$ cat src/rtl/osm_pkg.sv
package osm_pkg;

  typedef enum logic [1:0] {
    SRC_PINS  = 2'b00,
    SRC_CFG_A = 2'b01,
    SRC_CFG_B = 2'b10,
    SRC_CFG_X = 2'b11
  } src_e;

  typedef struct packed {
    logic       on;
    logic [1:0] sel;
  } ovr_t;

  // Bit 0 of the effective select closes the auxiliary hold stage.
  function automatic logic hold_of(src_e s);
    return s[0];
  endfunction

endpackage

$ cat src/rtl/osm_sel_ctrl.sv
module osm_sel_ctrl
  import osm_pkg::*;
(
  input  logic       clk,
  input  logic       rst_n,
  input  logic [1:0] sel_pin,
  input  logic       ovr_wr,
  input  logic       ovr_on,
  input  logic [1:0] ovr_sel,
  output src_e       eff_sel,
  output logic       ovr_active,
  output logic       hold
);

  ovr_t ovr_q;

  always_ff @(posedge clk) begin
    if (!rst_n)      ovr_q <= '0;
    else if (ovr_wr) ovr_q <= '{on: ovr_on, sel: ovr_sel};
  end

  // During reset the pins decide, even before the register is defined.
  assign ovr_active = rst_n && ovr_q.on;
  assign eff_sel    = ovr_active ? src_e'(ovr_q.sel) : src_e'(sel_pin);
  assign hold       = hold_of(eff_sel);

  p_ovr_load_r4: assert property (@(posedge clk) disable iff (!rst_n)
    ovr_wr |=> (ovr_q.on == $past(ovr_on)) && (ovr_q.sel == $past(ovr_sel)));

  p_ovr_keep_r10: assert property (@(posedge clk) disable iff (!rst_n)
    !ovr_wr |=> $stable(ovr_q));

endmodule

$ cat src/rtl/osm_src_mux.sv
module osm_src_mux
  import osm_pkg::*;
#(
  parameter int WORD_W = 5,
  parameter int CFG_W  = 6
) (
  input  src_e              eff_sel,
  input  logic [WORD_W-1:0] ext_in,
  input  logic [CFG_W-1:0]  cfg_a,
  input  logic [CFG_W-1:0]  cfg_b,
  output logic [WORD_W-1:0] word_val,
  output logic              top_live
);

  localparam int TOP = CFG_W - 1;

  function automatic logic [WORD_W-1:0] pick_word(src_e s, logic [WORD_W-1:0] e,
                                                  logic [CFG_W-1:0] a, logic [CFG_W-1:0] b);
    unique case (s)
      SRC_PINS:  return e;
      SRC_CFG_B: return b[WORD_W-1:0];
      default:   return a[WORD_W-1:0];
    endcase
  endfunction

  function automatic logic pick_top(src_e s, logic [CFG_W-1:0] a, logic [CFG_W-1:0] b);
    return (s == SRC_CFG_B) ? b[TOP] : a[TOP];
  endfunction

  assign word_val = pick_word(eff_sel, ext_in, cfg_a, cfg_b);
  assign top_live = pick_top(eff_sel, cfg_a, cfg_b);

  always_comb begin
    if (eff_sel == SRC_CFG_B)
      p_top_b_r5: assert (top_live == cfg_b[TOP] || $isunknown(cfg_b));
  end

endmodule

$ cat src/rtl/osm_hold_latch.sv
module osm_hold_latch (
  input  logic clk,
  input  logic rst_n,
  input  logic hold,
  input  logic live,
  output logic cap_q,
  output logic aux_val
);

  always_ff @(posedge clk) begin
    if (!rst_n || !hold) cap_q <= live;
  end

  assign aux_val = hold ? cap_q : live;

  p_hold_keep_r6: assert property (@(posedge clk) disable iff (!rst_n)
    hold |=> $stable(cap_q));

  p_track_r6: assert property (@(posedge clk) disable iff (!rst_n)
    !hold |=> cap_q == $past(live));

endmodule

$ cat src/rtl/osm_top.sv
module osm_top
  import osm_pkg::*;
#(
  parameter int WORD_W = 5,
  parameter int CFG_W  = WORD_W + 1
) (
  input  logic              clk,
  input  logic              rst_n,
  input  logic [1:0]        sel_pin,
  input  logic [WORD_W-1:0] ext_in,
  input  logic [CFG_W-1:0]  cfg_a,
  input  logic [CFG_W-1:0]  cfg_b,
  input  logic              ovr_wr,
  input  logic              ovr_on,
  input  logic [1:0]        ovr_sel,
  output logic [WORD_W-1:0] word_pull,
  output logic              aux_pull
);

  src_e              eff_sel;
  logic              ovr_active;
  logic              hold;
  logic [WORD_W-1:0] word_val;
  logic              top_live;
  logic              cap_q;
  logic              aux_val;

  osm_sel_ctrl u_sel (
    .clk(clk), .rst_n(rst_n), .sel_pin(sel_pin), .ovr_wr(ovr_wr),
    .ovr_on(ovr_on), .ovr_sel(ovr_sel), .eff_sel(eff_sel),
    .ovr_active(ovr_active), .hold(hold)
  );

  osm_src_mux #(.WORD_W(WORD_W), .CFG_W(CFG_W)) u_mux (
    .eff_sel(eff_sel), .ext_in(ext_in), .cfg_a(cfg_a), .cfg_b(cfg_b),
    .word_val(word_val), .top_live(top_live)
  );

  osm_hold_latch u_hold (
    .clk(clk), .rst_n(rst_n), .hold(hold), .live(top_live),
    .cap_q(cap_q), .aux_val(aux_val)
  );

  // Open-drain view: one pull-down enable per line.
  for (genvar i = 0; i < WORD_W; i++) begin : g_od
    assign word_pull[i] = ~word_val[i];
  end
  assign aux_pull = ~aux_val;

  p_pins_ext_r1: assert property (@(posedge clk) disable iff (!rst_n)
    (!ovr_active && sel_pin == 2'b00) |-> word_pull == ~ext_in);

  p_legacy_low_r9: assert property (@(posedge clk) disable iff (!rst_n)
    (!ovr_active && sel_pin == 2'b10 && cfg_b[WORD_W-1:0] == '0) |-> &word_pull);

endmodule

$ cat config.mk
export PLATFORM = sky130hd
export DESIGN_NAME = osm_top
export DESIGN_NICKNAME = d
export VERILOG_FILES = /design/src/rtl/osm_pkg.sv /design/src/rtl/osm_sel_ctrl.sv /design/src/rtl/osm_src_mux.sv /design/src/rtl/osm_hold_latch.sv /design/src/rtl/osm_top.sv
export SDC_FILE = /design/constraint.sdc
export NUM_CORES = 1
export LEC_CHECK = 0
export BUFFER_PORTS_ARGS = -buffer_cell sky130_fd_sc_hd__clkbuf_2
export CAP_MARGIN = 15
export CELL_PAD_IN_SITES_DETAIL_PLACEMENT = 0
export CELL_PAD_IN_SITES_GLOBAL_PLACEMENT = 2
export CORE_UTILIZATION = 19
export DETAILED_ROUTE_END_ITERATION = 8
export GPL_TIMING_DRIVEN = 1
export HOLD_SLACK_MARGIN = 0.12
export PLACE_DENSITY_LB_ADDON = 0.1
export REMOVE_ABC_BUFFERS = 1
export SETUP_SLACK_MARGIN = 0.2
export SLEW_MARGIN = 20
export SYNTH_ARGS = -nofsm -noshare
export SYNTH_HDL_FRONTEND = slang
export SYNTH_SLANG_ARGS = --single-unit
$ cat constraint.sdc
create_clock -name clk -period 2 [get_ports clk]
set_input_delay 0.1 -clock clk [delete_from_list [all_inputs] [get_ports clk]]
set_output_delay 0.1 -clock clk [all_outputs]
set_load 0.005 [all_outputs]
== Word level (Yosys, flattened, before mapping) ==
Index checks and enable logic that the tools add are counted.

* Logic and storage cells: 19
* Flip-flop bits (word level): 4
* Output and inout bits: 6

* Reduce and logical (&&, ||, !) cells: 5
* Multiplexer cells: 4
* Bitwise operators: 6
* Eq/ne operators: 1

{| class="wikitable"
|+ Operator list
! operator !! number
|-
| $pmux 5 s2 || 1
|-
| $not 1->1 || 6
|-
| $eq 2x2->1 const B || 1
|-
| $logic_not 1->1 || 2
|-
| $logic_not 2->1 || 1
|-
| $mux 1 || 2
|-
| $mux 2 || 1
|-
| $logic_and 1x1->1 || 1
|-
| $logic_or 1x1->1 || 1
|}

== Longest topological paths before layout ==
* Depth in word-level cells: 6
* Mapped depth: 6
* Mapped depth without buffers: 3

== Hierarchy ==
From an unflattened synthesis, not the netlist that was laid out.

* Cells, all modules: 42
* Area total of the unflattened synthesis: 366.6 um2

{| class="wikitable"
|+ Modules (own cells, without submodules)
! module !! area each (um2) !! instances !! cells an instance
|-
| osm_sel_ctrl || 156.4 || 1 || 14
|-
| osm_src_mux || 138.9 || 1 || 19
|-
| osm_hold_latch || 48.8 || 1 || 3
|-
| osm_top || 22.5 || 1 || 6
|}

== Least setup slack after synthesis ==
Ideal clock, no wire load.

* Path kind: reg2reg
* Start: register u_sel.ovr_q[2] (netlist bit)
* End: register u_hold.cap_q (data pin)
* Buffers on the path: 1
* Arrival time: 1.167 ns
* Path slack: 0.573 ns
* Stages on the path, launching flop included: 5
* Setup time: 0.260 ns
* Cell sequence: dfxtp_1 > and3_4 > buf_6 > a211oi_1 > mux2_2

* Cells in the longest elaborated chain, start to end: 4

{| class="wikitable"
|+ Ends and longest elaborated chain
! item !! RTL line !! RTL
|-
| from (decl) || osm_sel_ctrl.sv:15 || <nowiki>ovr_t ovr_q;</nowiki>
|-
| from (signal assigned) || osm_sel_ctrl.sv:19 || <nowiki>else if (ovr_wr) ovr_q <= '{on: ovr_on, sel: ovr_sel};</nowiki>
|-
| $logic_and 1x1->1 || osm_sel_ctrl.sv:23 || <nowiki>assign ovr_active = rst_n && ovr_q.on;</nowiki>
|-
| $mux 2 || osm_sel_ctrl.sv:24 || <nowiki>assign eff_sel = ovr_active ? src_e'(ovr_q.sel) : src_e'(sel_pin);</nowiki>
|-
| $eq 2x2->1 || - ||
|-
| $mux 1 || osm_src_mux.sv:27 || <nowiki>return (s == SRC_CFG_B) ? b[TOP] : a[TOP];</nowiki>
|-
| via top_live || osm_top.sv:24 || <nowiki>logic top_live;</nowiki>
|-
| to (signal assigned) || osm_hold_latch.sv:11 || <nowiki>if (!rst_n || !hold) cap_q <= live;</nowiki>
|-
| to (decl) || osm_hold_latch.sv:6 || <nowiki>output logic cap_q,</nowiki>
|}

The timed path passes the listed nets, and every way through them passes these cells.
A chain may end at the register's enable or synchronous reset.

== Final worst setup path ==
* Start: register u_sel.ovr_q[2] (netlist bit)
* End: output word_pull[3]

* Cells in the longest elaborated chain, start to end: 5

{| class="wikitable"
|+ Ends and longest elaborated chain
! item !! RTL line !! RTL
|-
| $logic_and 1x1->1 (*) || osm_sel_ctrl.sv:23 ||
|-
| $mux 2 (*) || osm_sel_ctrl.sv:24 ||
|-
| $eq 2x2->1 or $logic_not 2->1 (tied branches) || - ||
|-
| $pmux 5 s2 (*) || osm_src_mux.sv:19 || <nowiki>unique case (s)</nowiki>
|-
| $not 1->1 (*) || osm_top.sv:46 || <nowiki>assign word_pull[i] = ~word_val[i];</nowiki>
|-
| to (decl) || osm_top.sv:16 || <nowiki>output logic [WORD_W-1:0] word_pull,</nowiki>
|}

Every way passes the cells marked *; elsewhere a longest branch is shown, timed or not.

==> run summary <==
Rel. slew slack: 75.4%
Setup violators final: 0
Die height: 48.6 um
P_leak: 0.313 nW
Post-Synthesis Cells: 47
Port bufs: 30
Gr usage total: 10.7%
Outcome: finished clean
Worst EP required: 1900 ps
Total core area: 0.00200 mm^2
Count of cell types in the netlist: 19
# diodes: 0
Core Util, Final: 30.4%
Final #Nets: 104
Hold Vio Cnt, Final: 0
Tmin final: 1600 ps
Final Hold Slack: 136 ps
Setup TNS: 0 ps
Global-route wire length before repair: 1920 um
RSZ-0062 raised after global routing: no
Initial DRT Pass Iterations: 5
Most frequent cells after synthesis: a21boi_0, and3_1, o21bai_1, o31ai_1
Post-route ant nets: 0
Sequential area share after synthesis: 21.8%
DRC: 0
CTS H-Tree Depth: 1
PwrDens: 484 mW/mm^2
CP Cell Sequence: and3_4 -> or2_4 -> o31ai_1 -> clkbuf_2
Skew-Pair Late Insertion Delay: 240 ps
Critical Path AT: 1500 ps
CP max stage delay: 340 ps
WP buf/inv: 1
Crit end category: primary output
# IOs: 31
Vias per inst: 4.57
Final Wtd Congestion: 0.665
GRT Residual Overflow: 0
Clk root buf: clkbuf_4
Pins Over Slew Limit: 0
WS Path Type: reg2out
Top cell type's share of synthesized area: 14.5%
DRT Wirelength: 1170 um
Primary FF master, synth: dfxtp_1
Via count: 480
Setup Fix Bufs, Post-CTS: 0
Antenna violations before repair: 0
Row Count: 16
Crit path max-delay cell type: dfxtp_1
Share of cells above drive strength 1: 50.0%
Crit-path leading delay family: simple AND/OR/NAND/NOR gates
Initial Util: 20.6%
CTS tree: done
Syn Area/Cell: 8.79 um^2
Num CTS Buffers: 3
Hold Crit Class: in2reg
Routed WL per cell: 11.2 um
Crit Path Max Fanout: 8
Synth Warn #: 0
Async set-reset flop share out of synthesis: 0%
Synth area leader: dfxtp_1
Largest net degree at the start of global routing: 14
Maximum clock path buffer count: 2
Iteration-0 DRC Markers: 3
Maximum VDD drop: 360 uV
Synth Cell Area: 413 um^2
Synth Register Bits: 4
Setup Skew: 7.09 ps
Die W: 48.6 um
CTS Sinks: 4
Overall die area: 0.00236 mm^2
Vias in the first global route: 447
Slew of the pin with the lowest slew margin: 366 ps
CP Launch Type: flip-flop
Post-synth EDFFs: 1
Max-cap viol count: 0
Ranking of synthesized cells by area: dfxtp_1, a21boi_0, o21bai_1, o31ai_1, and3_1
Max Clk Rate: 626 MHz
Clk slew on worst S/H paths: 30 ps
Synthesis-to-layout area growth: 47.3%
Fin crit share: 79.9%
state kept, by name, indices dropped and copies added (netlist names):
signal        count
u_hold.cap_q      1
u_sel.ovr_q       3
stage by stage:
stage | std cells | worst slack [ps] | area [um^2] | total power (W)
finish | 105 | 401 | 608 | 0.000294
global route | 105 | 264 | 608 | 0.000318
CTS | 105 | 256 | 606 | 0.000301
detailed placement | 100 | 476 | 569 | 0.000186
global placement | 100 | 432 | 569 | 0.000188
floorplan | 42 | 528 | 378 | 0.000139
placed cells by master (no fill, tap or decap), drive strengths merged:
cell,Yosys,final
nand2,1,1
edfxtp,1,1
o21bai,6,6
dlygate4sd3,0,1
nand3,1,1
mux2i,3,3
and3,7,7
clkbuf,3,34
or2,1,1
nor2b,3,3
o31ai,6,6
a21boi,7,7
a21bo,1,1
dfxtp,3,3
mux2,1,1
buf,2,1
a211oi,1,1
where the power goes:
| part | internal (W) | total [W] | switching, W |
|---|---|---|---|
| Combinational | 0.0000542 | 0.0000936 | 0.0000394 |
| Sequential | 0.0000895 | 0.0000926 | 0.00000317 |
| Clock | 0.0000748 | 0.000108 | 0.0000332 |
| Total | 0.000219 | 0.000294 | 0.0000758 |
what timing repair did:
action / CTS / global route
hold endpoints to repair: 1 / 0
hold buffers: 1 / 0
setup endpoints to repair: 0 / 6
resized for setup: 0 / 2
cells by family after synthesis:
group / count (synthesis) / synth area share (%)
flops: 4 / 21.8
compound gates: 21 / 39.7
mux: 4 / 10.0
buf+inv: 5 / 8.48
simple gates: 13 / 20.0
layout make-up:
class | instances | area, um^2
clock buffer | 4 | 26.3
fill | 239 | 1390
multi-input combinational | 38 | 290
sequential | 4 | 90.1
tap | 27 | 33.8
timing repair buffer | 32 | 168
metal layers:
| metal | up-vias | GRT usage [%] | routed length [um] |
|---|---|---|---|
| li1 | 241 | - | - |
| met1 | 225 | 12.5 | 532 |
| met2 | 14 | 17.1 | 566 |
| met3 | 0 | 5.66 | 73 |
| met4 | 0 | 2.94 | 0 |
| met5 | - | 0 | 0 |
final timing paths:
check | startpoint | endpoint | slack (ps) | depth (start not counted)
min | ovr_sel[0] | u_sel.ovr_q[0]$_SDFFE_PN0P_ | 140 | 3
max reg2reg | u_sel.ovr_q[2]$_SDFFE_PN0P_ | u_hold.cap_q$_DFFE_PP_ | 490 | 3
max | u_sel.ovr_q[2]$_SDFFE_PN0P_ | word_pull[3] | 400 | 4
min reg2reg | u_sel.ovr_q[0]$_SDFFE_PN0P_ | u_sel.ovr_q[0]$_SDFFE_PN0P_ | 520 | 2
tightest hold or removal path, delay by kind of cell:
family                 cells  cell delay, ps
AND/OR/NAND/NOR            1              90
multiplexers               1              60
buffers and inverters      1              80
Note: power is estimated with default switching activity, not from simulation.
